## config.mk

```make
export PLATFORM = sky130hd
export DESIGN_NAME = spi_flash_engine
export DESIGN_NICKNAME = d
export VERILOG_FILES = /design/src/rtl/spi_flash_engine.sv
export SDC_FILE = /design/constraint.sdc
export NUM_CORES = 2
export LEC_CHECK = 0
export BUFFER_PORTS_ARGS = -buffer_cell sky130_fd_sc_hd__buf_4
export CORE_MARGIN = 10
export CORE_UTILIZATION = 40
export DETAILED_ROUTE_END_ITERATION = 8
export GPL_TIMING_DRIVEN = 0
export MAX_ROUTING_LAYER = met4
export SLEW_MARGIN = 20
export SYNTH_ARGS = -nofsm -noshare
export SYNTH_HDL_FRONTEND = slang
export SYNTH_SLANG_ARGS = --single-unit
```

## constraint.sdc

```tcl
create_clock -name clk -period 10.44 [get_ports clk]
set_input_delay 0.522 -clock clk [delete_from_list [all_inputs] [get_ports clk]]
set_output_delay 0.522 -clock clk [all_outputs]
set_load 0.03 [all_outputs]
```

## src/rtl/spi_flash_engine.sv

```systemverilog
module spi_flash_engine #(
  parameter int AW     = 8,
  parameter int SECT_W = 4,
  parameter int BLK_W  = 6,
  parameter int TW     = 12,
  parameter int T_PROG = 1000,
  parameter int T_SE   = 1200,
  parameter int T_BE   = 1400,
  parameter int T_CE   = 1600
) (
  input  logic clk,
  input  logic rst_n,
  input  logic cs_n,
  input  logic sck,
  input  logic si,
  output logic so,
  output logic so_oe
);
  localparam int DEPTH = 1 << AW;

  logic [7:0]    mem [DEPTH];
  logic          sck_q, cs_q;
  logic [5:0]    cnt;
  logic [2:0]    obit;
  logic [7:0]    op, dat, osh;
  logic [23:0]   adr;
  logic [AW-1:0] ptr, aai_ptr;
  logic [TW-1:0] tmr;
  logic          wel, aai, aai_end;

  wire sck_rise = sck & ~sck_q & ~cs_n;
  wire sck_fall = ~sck & sck_q & ~cs_n;
  wire busy     = tmr != '0;
  wire done     = tmr == TW'(1);
  wire go       = cs_n & ~cs_q & ~busy;
  wire [AW-1:0] a = adr[AW-1:0];

  wire rd_op = op == 8'h03;
  wire id_op = (op == 8'h90) || (op == 8'hAB);
  wire sr_op = op == 8'h05;
  wire [7:0] status = {1'b0, aai, 4'b0, wel, busy};
  wire [7:0] nxt = sr_op ? status : id_op ? (ptr[0] ? 8'h48 : 8'hBF) : mem[ptr];

  wire do_wren = go && cnt == 6'd8  && op == 8'h06;
  wire do_wrdi = go && cnt == 6'd8  && op == 8'h04;
  wire do_bp   = go && cnt == 6'd40 && op == 8'h02 && wel && !aai;
  wire do_aai0 = go && cnt == 6'd40 && op == 8'hAF && wel && !aai;
  wire do_aain = go && cnt == 6'd16 && op == 8'hAF && aai;
  wire do_se   = go && cnt == 6'd32 && op == 8'h20 && wel && !aai;
  wire do_be   = go && cnt == 6'd32 && op == 8'h52 && wel && !aai;
  wire do_ce   = go && cnt == 6'd8  && op == 8'h60 && wel && !aai;
  wire wr_en   = do_bp | do_aai0 | do_aain;
  wire [AW-1:0] pa = do_aain ? aai_ptr : a;

  assign so_oe = ~cs_n & ((sr_op && cnt >= 6'd8) || (!busy && (rd_op || id_op) && cnt >= 6'd32));
  assign so    = osh[7];

  always_ff @(posedge clk or negedge rst_n) begin
    if (!rst_n) begin
      sck_q <= 1'b0; cs_q <= 1'b1; cnt <= '0; obit <= '0;
      op <= '0; dat <= '0; osh <= '0; adr <= '0; ptr <= '0;
    end else begin
      sck_q <= sck;
      cs_q  <= cs_n;
      if (cs_n) begin
        cnt  <= '0;
        obit <= '0;
      end else if (sck_rise) begin
        dat <= {dat[6:0], si};
        if (cnt != 6'd48) cnt <= cnt + 6'd1;
        if (cnt == 6'd7) op <= {dat[6:0], si};
        if (cnt >= 6'd8 && cnt <= 6'd31) adr <= {adr[22:0], si};
        if (cnt == 6'd31) ptr <= {adr[AW-2:0], si};
      end else if (sck_fall && so_oe) begin
        obit <= obit + 3'd1;
        if (obit == 3'd0) begin
          osh <= nxt;
          ptr <= ptr + 1'b1;
        end else begin
          osh <= {osh[6:0], 1'b0};
        end
      end
    end
  end

  always_ff @(posedge clk or negedge rst_n) begin
    if (!rst_n) begin
      tmr <= '0; wel <= 1'b0; aai <= 1'b0; aai_end <= 1'b0; aai_ptr <= '0;
    end else begin
      if (wr_en)      tmr <= TW'(T_PROG);
      else if (do_se) tmr <= TW'(T_SE);
      else if (do_be) tmr <= TW'(T_BE);
      else if (do_ce) tmr <= TW'(T_CE);
      else if (busy)  tmr <= tmr - 1'b1;

      if (do_aai0 || do_aain) begin
        aai_ptr <= pa + 1'b1;
        aai_end <= &pa;
      end
      if (do_aai0) aai <= 1'b1;

      if (do_wren) wel <= 1'b1;
      if (do_wrdi) begin
        wel <= 1'b0;
        aai <= 1'b0;
      end
      if (done && (!aai || aai_end)) begin
        wel <= 1'b0;
        aai <= 1'b0;
      end
    end
  end

  always_ff @(posedge clk or negedge rst_n) begin
    if (!rst_n) begin
      for (int i = 0; i < DEPTH; i++) mem[i] <= 8'hFF;
    end else begin
      for (int i = 0; i < DEPTH; i++) begin
        if (wr_en && pa == AW'(i)) mem[i] <= mem[i] & dat;
        if (do_ce ||
            (do_se && (a >> SECT_W) == (AW'(i) >> SECT_W)) ||
            (do_be && (a >> BLK_W)  == (AW'(i) >> BLK_W)))
          mem[i] <= 8'hFF;
      end
    end
  end
endmodule

```

# After elaboration in Yosys (flattened, before gate mapping)
# Cells that the tools add are included.
# Widths: inputs -> output; s select.
# word_totals
regBits	2122
output_inout_bits	2
# classes
addsub	5
order_cmp	4
eq_ne	294
n_mux	541
n_bitwise	272
n_reduce_logical	621
# op_table
op	count
$mux 8	523
$and 8x8->8	256
$eq 8x8->1 const B	131
$eq 8x7->1 const B	66
$reduce_bool 2->1	261
$logic_and 1x1->1	305
$eq 8x6->1 const B	33
$eq 8x5->1 const B	16
$bmux 8 s8	1
$eq 8x4->1 const B	8
$mux 12	5
$eq 8x3->1 const B	7
$logic_or 1x1->1	37
$eq 4x4->1 const B	8
$eq 8x2->1 const B	4
$logic_not 8->1	3
$mux 6	3
$add 8x1->8 const B	2
$eq 4x3->1 const B	4
$eq 12x1->1 const B	1
$eq 6x5->1 const B	2
$eq 6x6->1 const B	2
$reduce_bool 12->1	1
$sub 12x1->12 const B	1
other kinds (30)	57

# Depth between registers and ports, before layout
# depth
word_depth	12
ltp_mapped	17
ltp_nobuf	11

# Least setup slack after synthesis
# OpenSTA, ideal clock, no wires.
# synth_timing
kind	flip-flop to flip-flop
start	register tmr[6]
end	register mem[46] in the netlist's numbering
setup_ps	90
arrival_ps	3893
required_time_ps	10350
setup_slack_ps	6457
path_stages_with_launch	18
path_buffers	7
path_cell_list	dfrtp_1 -> or4_4 -> or3_1 -> buf_2 -> or4_4 -> buf_6 -> buf_6 -> clkbuf_1 -> nand2_1 -> nand2_1 -> inv_1 -> ha_1 -> clkbuf_1 -> clkbuf_1 -> nand2_2 -> buf_2 -> o31ai_1 -> nand2_1
# synth_via
elab_chain_cells	11
elab_cells_between_ends	35
classes_between	1 x eq/ne; 2 x mux; 4 x bitwise; 28 x reduce/logical
# synth_lines
item	line	rtl
start, declared	28	logic [TW-1:0] tmr;
start signal, assigned	90	if (wr_en) tmr <= TW'(T_PROG);
start signal, assigned	91	else if (do_se) tmr <= TW'(T_SE);
start signal, assigned	92	else if (do_be) tmr <= TW'(T_BE);
$reduce_bool 12->1 (*)	33	wire busy = tmr != '0;
$not 1->1 (*)	35	wire go = cs_n & ~cs_q & ~busy;
$and 1x1->1 (*)	35	
branches (longest 8 deep; another with $mux 8)	-	
end signal, assigned by index	119	if (wr_en && pa == AW'(i)) mem[i] <= mem[i] & dat;
end, declared	21	logic [7:0] mem [DEPTH];
# Mark *: on every way between the ends.
# A chain may end at the register's enable or synchronous reset.

# Worst setup path after layout
# layout_timing
start	register ptr[0]
end	register osh[3]
# layout_via
elab_chain_cells	7
# layout_lines
item	line	rtl
start, declared	27	logic [AW-1:0] ptr, aai_ptr;
start signal, assigned	73	if (cnt == 6'd31) ptr <= {adr[AW-2:0], si};
start signal, assigned	78	ptr <= ptr + 1'b1;
$not 8->9 (implied by the code)	42	wire [7:0] nxt = sr_op ? status : id_op ? (ptr[0] ? 8'h48 : 8'hBF) : mem[ptr];
$bmux 8 s8	42	
$mux 8 (implied by the code) (2 in series)	42	
$mux 8 (2 in series)	42	
$mux 8	76	if (obit == 3'd0) begin
end signal, assigned	77	osh <= nxt;
end signal, assigned	80	osh <= {osh[6:0], 1'b0};
end, declared	25	logic [7:0] op, dat, osh;
# No other way between the ends. The select of a mux whose other input is x is not followed.

==> impl_metrics.prom <==
# TYPE chip_impl_metric gauge
chip_impl_info{name="outcome",value="completed"} 1
chip_impl_metric{name="postPlaceCellArea",unit="um2"} 105100
chip_impl_metric{name="number_of_warnings_reported_in_the_yosys_synthesis_log",unit=""} 0
chip_impl_metric{name="std_cell_rows",unit=""} 181
chip_impl_metric{name="timing.final.crit_period",unit="ps"} 8662
chip_impl_metric{name="initial_utilization",unit=""} 0.4019
chip_impl_metric{name="cts.path.max_buffers",unit=""} 3
chip_impl_metric{name="final_area",unit="um2"} 114000
chip_impl_info{name="post-synth-top-area-cell",value="dfstp_2"} 1
chip_impl_metric{name="io_pins",unit=""} 7
chip_impl_info{name="ys.flop_type",value="dfstp_2"} 1
chip_impl_metric{name="post-synth-top-area-fraction",unit=""} 0.5507
chip_impl_metric{name="pin_count_of_the_biggest_net_entering_global_routing",unit=""} 148
chip_impl_metric{name="max_freq",unit="MHz"} 115.4
chip_impl_metric{name="detail_route.iter0.violations",unit=""} 14300
chip_impl_metric{name="cts_hold_buffers",unit=""} 4
chip_impl_metric{name="design_power_total",unit="mW"} 18.87
chip_impl_info{name="crit_type",value="reg -> reg"} 1
chip_impl_metric{name="irDropWorstVdd",unit="mV"} 0.1741
chip_impl_info{name="hold_path.startpoint",value="cs_n"} 1
chip_impl_metric{name="hpwl",unit="um"} 471000
chip_impl_metric{name="number_of_clock_sinks_seen_by_cts",unit=""} 2122
chip_impl_metric{name="htreeDepth",unit=""} 4
chip_impl_metric{name="design.core.area",unit="um2"} 243200
chip_impl_metric{name="total_leakage_power",unit="nW"} 51.03
chip_impl_metric{name="die-width",unit="um"} 514.4
chip_impl_metric{name="syn_inst",unit=""} 8594
chip_impl_metric{name="post_synth.cell_area_avg",unit="um2"} 11.38
chip_impl_info{name="hp-class",value="in -> reg"} 1
chip_impl_metric{name="grtUsageTotal",unit=""} 0.4863
chip_impl_metric{name="drt-wirelength-per-cell",unit="um"} 50.87
chip_impl_info{name="startpoint_type",value="flip-flop"} 1
chip_impl_metric{name="worst-slew-pin-transition",unit="ps"} 1401
chip_impl_metric{name="globalRouteOverflowTotal",unit=""} 0
chip_impl_metric{name="cts_resized",unit=""} 0
chip_impl_metric{name="power_density",unit="nW/um2"} 165.6
chip_impl_metric{name="synth-async-reset-ratio",unit=""} 1.000
chip_impl_metric{name="tritoncts.num_buffers",unit=""} 236
chip_impl_metric{name="area.growth.synth_to_final",unit="%"} 16.56
chip_impl_metric{name="detail-route-antenna-nets",unit=""} 0
chip_impl_info{name="cts.root.buffer_cell",value="clkbuf_16"} 1
chip_impl_metric{name="filler_cell_count",unit=""} 22430
chip_impl_metric{name="floorplan.die_area",unit="um2"} 264600
chip_impl_metric{name="regArea",unit="um2"} 55660
chip_impl_metric{name="multi_input_comb_area",unit="um2"} 38470
chip_impl_metric{name="post_drt_via_cell_ratio",unit=""} 6.847
chip_impl_info{name="clock_tree_from_tritoncts",value="yes"} 1
chip_impl_metric{name="postCtsSetupRepairBufs",unit=""} 0
chip_impl_metric{name="timing.critical_path.fanout_max",unit=""} 10
chip_impl_info{name="ranking_of_synthesized_cells_by_area",value="dfstp_2, mux4_2, o21ai_0"} 1
chip_impl_metric{name="dieHeight",unit="um"} 514.4
chip_impl_info{name="nature_of_the_critical_path_endpoint",value="flip-flop"} 1
chip_impl_metric{name="cp.arrival",unit="ps"} 9410
chip_impl_metric{name="setup_violations",unit=""} 0
chip_impl_metric{name="synth.lib_cells_used.distinct",unit=""} 82
chip_impl_metric{name="clock-skew-final",unit="ps"} 87.63
chip_impl_metric{name="synth-edff-count",unit=""} 0
chip_impl_metric{name="antenna_violations_before_repair",unit=""} 174
chip_impl_metric{name="port_buffers",unit=""} 6
chip_impl_metric{name="totalWireLength",unit="um"} 640500
chip_impl_metric{name="nNetsFinal",unit=""} 8994
chip_impl_metric{name="first_pass_grt_wire_length",unit="um"} 820800
chip_impl_metric{name="critPathRequiredTime",unit="ps"} 11180
chip_impl_metric{name="via_count",unit=""} 86210
chip_impl_metric{name="drt_drc_violations_left",unit=""} 0
chip_impl_info{name="worstReg2RegStart",value="ptr[0]$_DFFE_PN0P_"} 1
chip_impl_metric{name="relSlewSlack",unit=""} 0.06328
chip_impl_metric{name="clk_transition_reported_paths",unit="ps"} 60
chip_impl_metric{name="drv_slew",unit=""} 0
chip_impl_info{name="startpoint",value="ptr[0]$_DFFE_PN0P_"} 1
chip_impl_info{name="grt_setup_unrepaired",value="no"} 1
chip_impl_metric{name="synth_area",unit="um2"} 97760
chip_impl_metric{name="routabilityCongestion",unit=""} 1.084
chip_impl_metric{name="post_route_setup_tns",unit="ps"} 0
chip_impl_metric{name="layout-drive-gt1-share",unit=""} 0.3936
chip_impl_metric{name="layout_worst_path_cycle_share",unit=""} 0.8297
chip_impl_metric{name="finalHoldViolCount",unit=""} 0
chip_impl_metric{name="cap_violations",unit=""} 0
chip_impl_metric{name="drt_pass1_iterations",unit=""} 6
chip_impl_metric{name="first_global_vias",unit=""} 80220
chip_impl_metric{name="proportion_of_synthesized_chip_area_in_sequential_cells",unit=""} 0.5694
chip_impl_metric{name="synth.ff_latch_count",unit=""} 2122
chip_impl_metric{name="r2r_slack",unit="ps"} 1780
chip_impl_metric{name="worst_skew_pair.late_latency",unit="ps"} 940
chip_impl_metric{name="synthesis.nets",unit=""} 8609
## cell families after synthesis
family                   share of synthesized area
multiplexers                                0.1410
AO/OA/AOI/OAI                               0.1433
flip-flops                                  0.5694
XOR/XNOR                                  0.001075
adder cells (fa/ha/maj)                   0.001280
buffers and inverters                      0.03822
AND/OR/NAND/NOR                             0.1057
## flip-flops by register name, indices dropped and copies added (netlist names)
name     cells
obit         3
cnt          6
mem       2048
op           8
aai          1
ptr          8
dat          8
adr          8
tmr         12
sck_q        1
osh          8
wel          1
cs_q         1
aai_end      1
aai_ptr      8
## path summary, 6_finish.rpt
kind	to	depth (start not counted)
max	osh[3]$_DFFE_PN0P_	13
min	cs_q$_DFF_PN1_	2
max reg2reg	osh[3]$_DFFE_PN0P_	13
min reg2reg	mem[1258]$_DFFE_PN1P_	2
max in group asynchronous	ptr[0]$_DFFE_PN0P_	6
min in group asynchronous	mem[2014]$_DFFE_PN1P_	2
## layout by cell type, fill, tap and decap left out, types with 168 or more instances in the layout
cell	synthesis	layout
nor2_1	202	198
buf_2	149	168
clkbuf_16	0	236
diode_2	0	211
o31ai_1	195	195
nand2_1	1958	1956
mux4_2	540	540
o21ai_0	1591	1584
clkbuf_1	585	485
dfstp_2	2049	2049
a2bb2oi_1	257	257
## stage by stage
stage,utilization,setup WS (ps),instances,hold WS (ps)
6_report,0.4685,1778,12590,331.6
3_3_place_gp,0.4186,-17780,11800,453.1
2_1_floorplan,-,6457,8594,226.4
5_1_grt,0.4678,2391,12520,337.5
4_1_cts,0.4660,2393,12380,310.8
3_5_place_dp,0.4322,2362,11940,457.6
## worst max-delay path, stage by stage, from the launching register on
cell	delay, ps
dfrtp_1	370
buf_2	640
buf_2	990
buf_4	750
buf_2	1030
buf_2	890
buf_2	960
buf_2	750
mux2i_1	750
nand2_1	100
o21ai_0	140
o31ai_1	110
o21ai_0	690
a31oi_1	150
## synthesized netlist by cell type (all sizes together), types with 14 or more instances
| master | n |
|---|---|
| a211oi | 14 |
| a21oi | 51 |
| a22oi | 54 |
| a2bb2oi | 257 |
| a31oi | 15 |
| buf | 234 |
| clkbuf | 628 |
| dfrtp | 73 |
| dfstp | 2049 |
| inv | 22 |
| mux2 | 26 |
| mux2i | 126 |
| mux4 | 540 |
| nand2 | 1966 |
| nand2b | 26 |
| nand3 | 49 |
| nand3b | 121 |
| nor2 | 202 |
| nor2b | 18 |
| nor3 | 23 |
| nor4 | 14 |
| o21ai | 1669 |
| o22ai | 30 |
| o31ai | 195 |
## power by group
| part | switching [mW] | internal [mW] |
|---|---|---|
| Sequential | 0.0327 | 8.28 |
| Clock | 3.87 | 5.04 |
| Combinational | 1.34 | 0.309 |
| Total | 5.24 | 13.6 |
## layer usage
layer / global-route usage / up-vias / part of all wire
met2: 0.6424 / 7062 / 0.40
met5: - / - / 0
met1: 0.5540 / 45390 / 0.35
li1: - / 31740 / -
met3: 0.2104 / 2012 / 0.13
met4: 0.4317 / 0 / 0.11
## area by class of cell
cell class                 instances  share of cell area
clock buffer                     348             0.06184
multi-input combinational       5587              0.3376
clock inverter                    88            0.009772
sequential                      2122              0.4885
buffer                           862             0.03504
tap                             3202             0.03516
timing repair buffer             147             0.02671
antenna                          211            0.004633
inverter                          23           0.0007576
(Power assumes the default switching activity.)
